**config.mk**
```make
export PLATFORM = sky130hd
export DESIGN_NAME = clarke_xform
export DESIGN_NICKNAME = d
export VERILOG_FILES = /design/src/rtl/clarke_pkg.sv /design/src/rtl/clarke_ctrl.sv /design/src/rtl/clarke_dp.sv /design/src/rtl/clarke_xform.sv
export SDC_FILE = /design/constraint.sdc
export NUM_CORES = 1
export LEC_CHECK = 0
export ABC_AREA = 0
export BUFFER_PORTS_ARGS = -buffer_cell sky130_fd_sc_hd__buf_2
export CORE_UTILIZATION = 52
export DETAILED_ROUTE_END_ITERATION = 8
export MAX_ROUTING_LAYER = met4
export PLACE_DENSITY = 0.79
export SLEW_MARGIN = 15
export SYNTH_ARGS = -nofsm -noshare
export SYNTH_HDL_FRONTEND = slang
export SYNTH_SLANG_ARGS = --single-unit
```
**constraint.sdc**
```tcl
create_clock -name clk -period 4 [get_ports clk]
set_input_delay 0.4 -clock clk [delete_from_list [all_inputs] [get_ports clk]]
set_output_delay 0.4 -clock clk [all_outputs]
set_load 0.03 [all_outputs]
```
**src/rtl/clarke_pkg.sv**
```systemverilog
package clarke_pkg;

  // Number of power-of-two weights that together form 591/1024.
  localparam int NTERM = 6;

  // Right-shift amount of each weight: 1/2 + 1/16 + 1/128 + 1/256 + 1/512 + 1/1024.
  localparam int SHIFT_TAB [NTERM] = '{1, 4, 7, 8, 9, 10};

  // Guard fraction bits added before shifting. This must be at least the largest
  // shift, so that every term is exact until the single final rounding.
  localparam int FRAC = 10;

  // Register stages from the input strobe to the output strobe.
  localparam int LAT = 3;

  // Per-stage load strobes from the control to the datapath.
  typedef struct packed {
    logic ldSum;
    logic ldTree;
    logic ldOut;
  } stageStb_t;

endpackage

```
**src/rtl/clarke_ctrl.sv**
```systemverilog
module clarke_ctrl
  import clarke_pkg::*;
#(
  parameter int TAGW = 3
) (
  input  logic            clk,
  input  logic            rstN,
  input  logic            inValid,
  input  logic [TAGW-1:0] inTag,
  output stageStb_t       stb,
  output logic            outValid,
  output logic [TAGW-1:0] outTag
);

  logic            vPipe   [LAT];
  logic [TAGW-1:0] tagPipe [LAT];

  // The first stage captures the input strobe and the tag.
  always_ff @(posedge clk) begin
    if (!rstN) begin
      vPipe[0]   <= 1'b0;
      tagPipe[0] <= '0;
    end else begin
      vPipe[0] <= inValid;
      if (inValid) tagPipe[0] <= inTag;
    end
  end

  // Later stages. Each tag register loads only when a sample moves into it.
  for (genvar i = 1; i < LAT; i++) begin : gStage
    always_ff @(posedge clk) begin
      if (!rstN) begin
        vPipe[i]   <= 1'b0;
        tagPipe[i] <= '0;
      end else begin
        vPipe[i] <= vPipe[i-1];
        if (vPipe[i-1]) tagPipe[i] <= tagPipe[i-1];
      end
    end
  end

  always_comb begin
    stb.ldSum  = inValid;
    stb.ldTree = vPipe[0];
    stb.ldOut  = vPipe[1];
  end

  assign outValid = vPipe[LAT-1];
  assign outTag   = tagPipe[LAT-1];

endmodule

```
**src/rtl/clarke_dp.sv**
```systemverilog
module clarke_dp
  import clarke_pkg::*;
#(
  parameter int DW = 16
) (
  input  logic                 clk,
  input  logic                 rstN,
  input  stageStb_t            stb,
  input  logic signed [DW-1:0] ia,
  input  logic signed [DW-1:0] ib,
  output logic signed [DW-1:0] alpha,
  output logic signed [DW-1:0] beta
);

  localparam int SW    = DW + 2;          // width of ia + 2*ib
  localparam int AW    = SW + 1 + FRAC;   // widened term width
  localparam int TW    = AW + 2;          // final accumulator width
  localparam int NPAIR = (NTERM + 1) / 2;

  localparam logic signed [TW-1:0] ROUND  = TW'(1) <<< (FRAC - 1);
  localparam logic signed [TW-1:0] MAXVAL = TW'(2 ** (DW - 1) - 1);
  localparam logic signed [TW-1:0] MINVAL = -(TW'(2 ** (DW - 1)));

  // Stage 1: the phase sum, and alpha held in step with it.
  logic signed [SW-1:0] sum1;
  logic signed [DW-1:0] a1;
  logic signed [SW-1:0] iaX, ibX2;

  always_comb begin
    iaX  = {{2{ia[DW-1]}}, ia};
    ibX2 = {ib[DW-1], ib, 1'b0};
  end

  always_ff @(posedge clk) begin
    if (!rstN) begin
      sum1 <= '0;
      a1   <= '0;
    end else if (stb.ldSum) begin
      sum1 <= iaX + ibX2;
      a1   <= ia;
    end
  end

  // Shifted terms, taken from the widened sum with the sign kept.
  logic signed [AW-1:0] extSum;
  logic signed [AW-1:0] term [NTERM];

  assign extSum = {sum1[SW-1], sum1, {FRAC{1'b0}}};

  for (genvar t = 0; t < NTERM; t++) begin : gTerm
    assign term[t] = extSum >>> SHIFT_TAB[t];
  end

  // Stage 2: pairwise sums of the terms, each one registered.
  logic signed [AW-1:0] pairReg [NPAIR];
  logic signed [DW-1:0] a2;

  for (genvar p = 0; p < NPAIR; p++) begin : gPair
    logic signed [AW-1:0] pairNext;
    if (2 * p + 1 < NTERM) begin : gTwo
      assign pairNext = term[2*p] + term[2*p+1];
    end else begin : gOne
      assign pairNext = term[2*p];
    end
    always_ff @(posedge clk) begin
      if (!rstN)           pairReg[p] <= '0;
      else if (stb.ldTree) pairReg[p] <= pairNext;
    end
  end

  always_ff @(posedge clk) begin
    if (!rstN)           a2 <= '0;
    else if (stb.ldTree) a2 <= a1;
  end

  // Stage 3: final add, round half up, then clamp.
  logic signed [TW-1:0] acc, rnd;
  logic signed [DW-1:0] betaNext;

  always_comb begin
    acc = ROUND;
    for (int p = 0; p < NPAIR; p++) acc = acc + TW'(pairReg[p]);
    rnd = acc >>> FRAC;
    if (rnd > MAXVAL)      betaNext = {1'b0, {(DW-1){1'b1}}};
    else if (rnd < MINVAL) betaNext = {1'b1, {(DW-1){1'b0}}};
    else                   betaNext = rnd[DW-1:0];
  end

  always_ff @(posedge clk) begin
    if (!rstN) begin
      alpha <= '0;
      beta  <= '0;
    end else if (stb.ldOut) begin
      alpha <= a2;
      beta  <= betaNext;
    end
  end

endmodule

```
**src/rtl/clarke_xform.sv**
```systemverilog
module clarke_xform
  import clarke_pkg::*;
#(
  parameter int DW   = 16,
  parameter int TAGW = 3
) (
  input  logic            clk,
  input  logic            rstN,
  input  logic            inValid,
  input  logic [DW-1:0]   inIa,
  input  logic [DW-1:0]   inIb,
  input  logic [TAGW-1:0] inTag,
  output logic            outValid,
  output logic [DW-1:0]   outAlpha,
  output logic [DW-1:0]   outBeta,
  output logic [TAGW-1:0] outTag
);

  stageStb_t stb;

  clarke_ctrl #(.TAGW(TAGW)) uCtrl (
    .clk      (clk),
    .rstN     (rstN),
    .inValid  (inValid),
    .inTag    (inTag),
    .stb      (stb),
    .outValid (outValid),
    .outTag   (outTag)
  );

  clarke_dp #(.DW(DW)) uDp (
    .clk   (clk),
    .rstN  (rstN),
    .stb   (stb),
    .ia    (inIa),
    .ib    (inIb),
    .alpha (outAlpha),
    .beta  (outBeta)
  );

endmodule

```
### After elaboration in Yosys (flattened, before gate mapping)

Memory sizes are Yosys's and may differ from the RTL's.
Index checks and enable logic that the tools add are counted.

* register bits after elaboration: 82
* latch bits: 0
* RAM bits: 99
* ROM bits: 0
* input port bits: 38
* output and inout bits: 36
* logic and storage cells: 48
* memories: 3

* add/sub/neg operators: 7
* multipliers: 0
* divide/modulo/power cells: 0
* order comparisons: 2
* equal/unequal tests: 0
* shift operators: 0
* multiplexer cells: 22
* bitwise operators: 9
* reduce and logical (&&, ||, !) cells: 0

Memories
* uDp.pairReg: depth 3, width 29, read ports 3, clocked after memory_dff 0, write ports 3, line clarke_dp.sv:55 `logic signed [AW-1:0] pairReg [NPAIR];`
* uCtrl.tagPipe: depth 3, width 3, read ports 3, clocked after memory_dff 0, write ports 3, line clarke_ctrl.sv:16 `logic [TAGW-1:0] tagPipe [LAT];`
* uCtrl.vPipe: depth 3, width 1, read ports 3, clocked after memory_dff 0, write ports 3, line clarke_ctrl.sv:15 `logic vPipe [LAT];`

Operators by type and width (number)
* 2-to-1 mux 29 bit: 3
* 2-to-1 mux 16 bit: 2
* adder 30 x 29 -> 31 bit: 1
* adder 31 x 29 -> 31 bit: 1
* adder 11 x 29 -> 30 bit, first input constant: 1
* adder 27 x 24 -> 28 bit: 1
* adder 21 x 20 -> 22 bit: 1
* greater-than comparator 21 x 16 -> 1 bit, second input constant: 1
* < comparator 21 x 16 -> 1 bit, second input constant: 1
* adder 19 x 18 -> 20 bit: 1
* adder 16 x 17 -> 18 bit: 1
* 2-to-1 mux 1 bit: 14
* 2-to-1 mux 3 bit: 3
* bitwise OR 1 bit: 9

### Depth between registers and ports, before layout

Gate-level depths: netlist of the first run.
An unclocked memory read counts as a cell.

* depth in word-level cells: 7
* depth in mapped cells: 15

### By module

A second synthesis of the first run with hierarchy kept.

* cells, all modules: 881
* area, all modules: 8479.4 sq um

Modules (own cells, without submodules)
* clarke_dp: instances 1, cells each 850, area each 8022.7 sq um, seq. area each 2822.7 sq um
* clarke_ctrl: instances 1, cells each 31, area each 456.7 sq um, seq. area each 330.3 sq um

### Worst setup path after synthesis of the first run

No wires, ideal clock.

* path type: flip-flop to flip-flop
* start: memory uDp.pairReg[1][27] (netlist bit)
* end: register uDp.beta[11]
* arrival: 3.851 ns
* required time: 3.878 ns
* path slack: 0.027 ns
* cell stages (with the launch flop): 16
* path buffers: 1
* cells stage by stage: edfxtp_1 inv_1 fa_1 inv_1 ha_1 ha_1 and4_1 and3_1 a32o_1 a21oi_2 a21oi_1 o21ai_0 xor2_1 a41oi_2 buf_2 a221o_1

RTL lines
* start, declared: line clarke_dp.sv:55
* end signal, assigned: line clarke_dp.sv:95 `beta <= betaNext;`
* end, declared: line clarke_dp.sv:12 `output logic signed [DW-1:0] beta`

==> metrics.yaml, run 1 <==
num_vias: 6464
synth_top_family_by_area: "adder cells"
clkSlewWorstSetupHoldPaths_ps: 60
min_period_ps: 3920
synth.most_common_cell: "ha_1"
ios: 74
cts_tree: "yes"
cp_max_fo: 7
root_buffer: "clkbuf_16"
comb_power_share_pct: 26.2
clock_sinks: 133
post-route-util_pct: 60.9
cap_viol_max_count: 0
synthArstFlopShare_pct: 0
initial_core_util_pct: 52.9
worstSetupStartpointType: "register"
yosys.area.top_type: "dfxtp_1"
clock_skew_ps: 11.3
overflow: 0
slew-limit-headroom_pct: 28.0
clk_latency_ps: 430
core_um2: 16500
cts-htree-levels: 4
min_path_type: "in2reg"
drtIter0Drc: 313
die_h_um: 132
ys_top_cells_by_count: "100 x ha_1, 88 x inv_1, 84 x dfxtp_1"
totalPowerFinal_mw: 4.07
netlist_top_cells_area: "dfxtp_1 19%, edfxtp_1 17%, ha_1 14%"
dieArea_um2: 17300
synth-compound-area-share_pct: 14.1
drive_above_1_share_pct: 15.3
timing.fmax_ghz: 0.255
nets: 1129
numCtsBuffers: 17
routedWlPerCell_um: 14.6
setup_ws_ps: 75.2
synth.distinct_cells: 57
synthAdderAreaFrac_pct: 18.4
worstPathRequired_ps: 4360
synth_top_area_share_pct: 19.2
syn-mean-instance-area_um2: 9.80
synth_xor_area_share_pct: 5.09
tightest_slew_ps: 1080
first_pass_iters: 4
yosys.area_share.simple_pct: 14.9
pwr_density_cell_nw_per_um2: 405
dp.cells: 1167
p_seq_share_pct: 38.2
die_w_um: 132
synthCells: 892
yosysSeqAreaShare_pct: 36.1
hpwlAfterDp_mm: 13.0
numPortBuffers: 73
grt_pass1_vias: 6416
vias_per_cell: 5.36
place_ws_ps: -121
ys_ff_latch: 133
max-vdd-ir-drop_uv: 334
synthFlopType: "dfxtp_1"
grt_pass1_wl_mm: 28.9
num_rows: 47
syn_area_um2: 8740
grt_start_max_net_pins: 45
grt_antenna_before_repair: 1
finalMaxSlewViolations: 0
fillerInstances: 1367
p_int_mw: 2.78
areaGrowthSynthToFinish_pct: 15.0
status: "completed"
syn-num-nets: 1048
synth_warnings: 0
drt_wl_total_mm: 17.6
synth-edff-count: 49
hold_violations: 0
p_leak_nw: 4.63
fin_crit_sh_pct: 98.1
worstSetupEndpointType: "register"
p_sw_mw: 1.29
place_congestion: 0.904
grt_usage_pct: 21.3
clkPwrFrac_pct: 35.6
setup_viol: 0
ant_nets: 0
p_sw_share_pct: 31.7
cp.arrival_ps: 4290
crit_type: "reg2reg"
synth_mux_area_share_pct: 6.41
finalNonFillerCells: 1207
clockBufferDepth: 2
drc_errors: 0
==> layout make-up <==
class / count / area, µm² / area share [%]
well taps: 220 / 275 / 2.74
inverters: 88 / 330 / 3.28
clock buffers: 19 / 443 / 4.40
multi-input cells: 646 / 5270 / 52.4
clock inverters: 13 / 109 / 1.08
flip-flops and latches: 133 / 3150 / 31.3
diodes: 1 / 2.50 / 0.0249
repair buffers: 87 / 474 / 4.71
==> metal layers <==
layer	GRT usage (%)	vias up	routed length [µm]
li1	-	3338	-
met1	24.3	2973	7680
met2	36.6	127	8730
met3	4.32	26	784
met4	8.53	0	367
met5	-	-	0
==> power groups by stage <==
stage | Combinational (mW) | Sequential (mW) | Clock (mW)
2_1_floorplan | 0.763 | 1.60 | 0
3_3_place_gp | 0.980 | 1.58 | 0
3_5_place_dp | 1.00 | 1.58 | 0
4_1_cts | 1.02 | 1.55 | 1.47
5_1_grt | 1.19 | 1.57 | 1.52
6_report | 1.06 | 1.55 | 1.45
==> cell families (layout without fill, tap and decap cells) <==
kind of cell | Yosys count | count (layout)
xor+xnor | 50 | 50
fa+ha+maj | 118 | 118
simple gates | 245 | 245
compound gates | 176 | 177
other cells | 0 | 1
flops | 133 | 133
buf+inv | 114 | 207
mux | 56 | 56
==> placed cells by master (no fill, tap or decap), types with 6 or more instances in the layout <==
master and count:
nor3_1 21, nor2b_1 70, nor2_1 46, clkbuf_16 17
nand2_1 34, edfxtp_1 49, buf_4 13, nand3_1 17
a211oi_1 16, a21oi_1 47, xor2_1 23, mux2i_1 56
and3_1 23, inv_6 7, fa_1 18, xnor2_1 26
a21o_1 9, dfxtp_1 84, buf_2 73, and2_1 7
ha_1 97, o21bai_1 6, or2_2 8, o21a_1 9
a221o_1 15, a31oi_1 8, inv_1 87, o21ai_0 29
==> path summary, 6_finish.rpt <==
path / startpoint / endpoint / slack (ps) / cells after the start
worst max-delay path: uDp.pairReg[1][8] / uDp.beta[9] / 80 / 16
worst min-delay path: inIa[0] / uDp.a1[0] / 250 / 3
worst max register to register: uDp.pairReg[1][8] / uDp.beta[9] / 80 / 16
worst min register to register: uDp.beta[15] / uDp.beta[15] / 460 / 2
==> through the flow <==
stage / instance area (µm²) / setup TNS, ps / hold WS, ps
2_1_floorplan: 8740 / 0 / 439
3_3_place_gp: 9340 / 0 / 438
3_5_place_dp: 9340 / -1610 / 452
4_1_cts: 9910 / 0 / 241
5_1_grt: 10100 / -826 / 249
6_report: 10100 / 0 / 246
==> repair_timing <==
action	4_1_cts	5_1_grt
setup endpoints to repair	15	15
cloned	0	2
pin swaps	1	7
buffers inserted	1	4
gates resized for setup	2	17
hold endpoints to repair	0	0
hold buffers	0	0
==> state kept, by name, indices dropped and copies added, names as in the netlist <==
signal	cells
uDp.a2	16
uCtrl.vPipe	3
uDp.alpha	16
uCtrl.tagPipe	9
uDp.beta	16
uDp.sum1	17
uDp.pairReg	40
uDp.a1	16
==> worst max-delay path, cell delays in order, from the launching register on <==
cell       delay [ps]
edfxtp_1          380
inv_1              70
fa_1              390
inv_1              70
fa_1              410
ha_1              340
a21oi_1           180
o21a_1            200
o2bb2ai_2         120
o311ai_4          360
nand3b_4          130
a21oi_4           170
xor2_2             70
buf_4             170
o41ai_4           440
buf_4             220
a221o_1           130
Power figures use the tool's default switching activity.
==> run 2: changes to the inputs <==
CORE_UTILIZATION = 55   (was 52)
PLACE_DENSITY = 0.82   (was 0.79)
==> metrics.yaml, run 2 (synthesis results as in run 1) <==
clock_skew_ps: 16.5  # +5.22 ps
final_common_cell: "ha_1"
core_um2: 15400  # -7.0%
fin_hold_ws_ps: 237  # -9.55 ps
numPortBuffers: 73  # unchanged
die_h_um: 128  # -2.7%
worstPathRequired_ps: 4360  # about the same
tns_ps: 0  # unchanged
status: "completed"
routedWlPerCell_um: 14.9  # +2.6%
ios: 74  # unchanged
top_regs: "uDp.pairReg: 40 flops, uDp.sum1: 17 flops"
drc_errors: 0  # unchanged
pwr_density_cell_nw_per_um2: 408  # +0.93%
vias_per_cell: 5.42  # +1.2%
num_rows: 45  # -4.3%
seqCellArea_um2: 3150  # unchanged
first_pass_iters: 6  # +2
numCtsBuffers: 17  # unchanged
hold_buffers: 0  # unchanged
max_flop_register: "uDp.pairReg"
grt_pass1_vias: 6387  # -0.45%
clockBufferDepth: 2  # unchanged
drt_wl_total_mm: 18.0  # +2.2%
slew-limit-headroom_pct: 34.3  # +6.3 points
dieArea_um2: 16400  # -5.4%
nets: 1135  # +0.53%
areaGrowthSynthToFinish_pct: 17.2
crit_type: "reg2reg"
max-vdd-ir-drop_uv: 348  # +4.4%
clk_latency_ps: 430  # about the same
cts_tree: "yes"
ant_nets: 0  # unchanged
fillerInstances: 1168  # -15%
num_vias: 6515  # +0.79%
clock_sinks: 133  # unchanged
cp_max_fo: 7  # unchanged
cp.arrival_ps: 4320  # +30 ps
die_w_um: 128  # -2.7%
multi_input_comb_area_um2: 5400  # +2.5%
initial_core_util_pct: 56.9  # +4.0 points
place_congestion: 0.845  # -6.6%
hold_violations: 0  # unchanged
fin_crit_sh_pct: 99.0  # +0.87 points
grt_start_max_net_pins: 45  # unchanged
worstSetupEndpointType: "register"
largest_reg_flops: 40  # unchanged
final_cell_mix: "92 x ha_1, 86 x inv_1, 84 x dfxtp_1"
grt_usage_pct: 22.9  # +1.6 points
setup_ws_ps: 40.3  # -34.9 ps
grt_pass1_wl_mm: 28.9  # about the same
overflow: 0  # unchanged
tightest_slew_ps: 986  # -91.7 ps
hpwlAfterDp_mm: 12.7  # -2.0%
timing.fmax_ghz: 0.253  # -0.88%
p_leak_nw: 4.69  # +1.4%
grt_antenna_before_repair: 0  # -1
place_ws_ps: -93.7  # +26.9 ps
root_buffer: "clkbuf_16"
setup_viol: 0  # unchanged
antennaDiodeCount: 0  # -1
cts-htree-levels: 4  # unchanged
drtIter0Drc: 373  # +19%
min_path_type: "in2reg"
worstSetupStartpointType: "register"
min_period_ps: 3960  # +34.9 ps
clkSlewWorstSetupHoldPaths_ps: 60  # about the same
drive_above_1_share_pct: 17.3  # +1.9 points
finalMaxSlewViolations: 0  # unchanged
cap_viol_max_count: 0  # unchanged
-- run 2: worst max-delay path, stage by stage (launching register included) --
cell,delay (ps)
edfxtp_1,400
inv_4,80
fa_1,500
inv_1,40
ha_1,330
ha_4,280
and4_1,230
and3_1,200
and2_1,200
o311ai_2,90
buf_4,180
nand3b_4,110
nor4b_4,370
nor2_4,120
o41ai_4,390
buf_4,220
a221o_1,150
-- run 2: cell type report --
cell class	count	share of cell area, %
repair buffers	93	5.19
inverters	88	3.25
clock buffers	17	4.15
clock inverters	14	1.36
well taps	211	2.58
flip-flops and latches	133	30.8
multi-input cells	646	52.7
-- run 2: final timing paths --
check	from	endpoint	slack [ps]	depth (start not counted)
max	uDp.pairReg[1][27]	uDp.beta[11]	40	16
min	inIa[0]	uDp.a1[0]	240	3
max reg2reg	uDp.pairReg[1][27]	uDp.beta[11]	40	16
min reg2reg	uDp.beta[15]	uDp.beta[15]	450	2
-- run 2: routing by layer --
layer | share of wire (%) | up-vias | GRT usage (%)
li1 | - | 3341 | -
met1 | 44 | 2998 | 26.3
met2 | 49 | 138 | 38.8
met3 | 3.3 | 38 | 4.17
met4 | 3.0 | 0 | 10.8
met5 | 0 | - | -
-- run 2: where the power goes --
group          switching, mW  internal (mW)  total [mW]
Sequential            0.0635           1.49        1.56
Combinational          0.632          0.497        1.13
Clock                  0.629          0.869        1.50
Total                   1.32           2.86        4.18
-- run 2: repair_timing --
action,CTS,global route
setup buffers,0,11
gates cloned,0,2
pin swaps,0,14
setup endpoints to repair,15,15
hold endpoints to repair,0,0
resized for setup,3,34
-- run 2: metrics by stage --
| stage | std cells | total power, mW | util [%] | instance area (µm²) |
|---|---|---|---|---|
| final | 1202 | 4.18 | 66.7 | 10200 |
| after global routing | 1202 | 4.41 | 66.7 | 10200 |
| after CTS | 1189 | 4.10 | 64.5 | 9920 |
| after detailed placement | 1158 | 2.58 | 60.7 | 9330 |
| after global placement | 1158 | 2.56 | 60.7 | 9330 |
| after floorplan | 892 | 2.37 | - | 8740 |
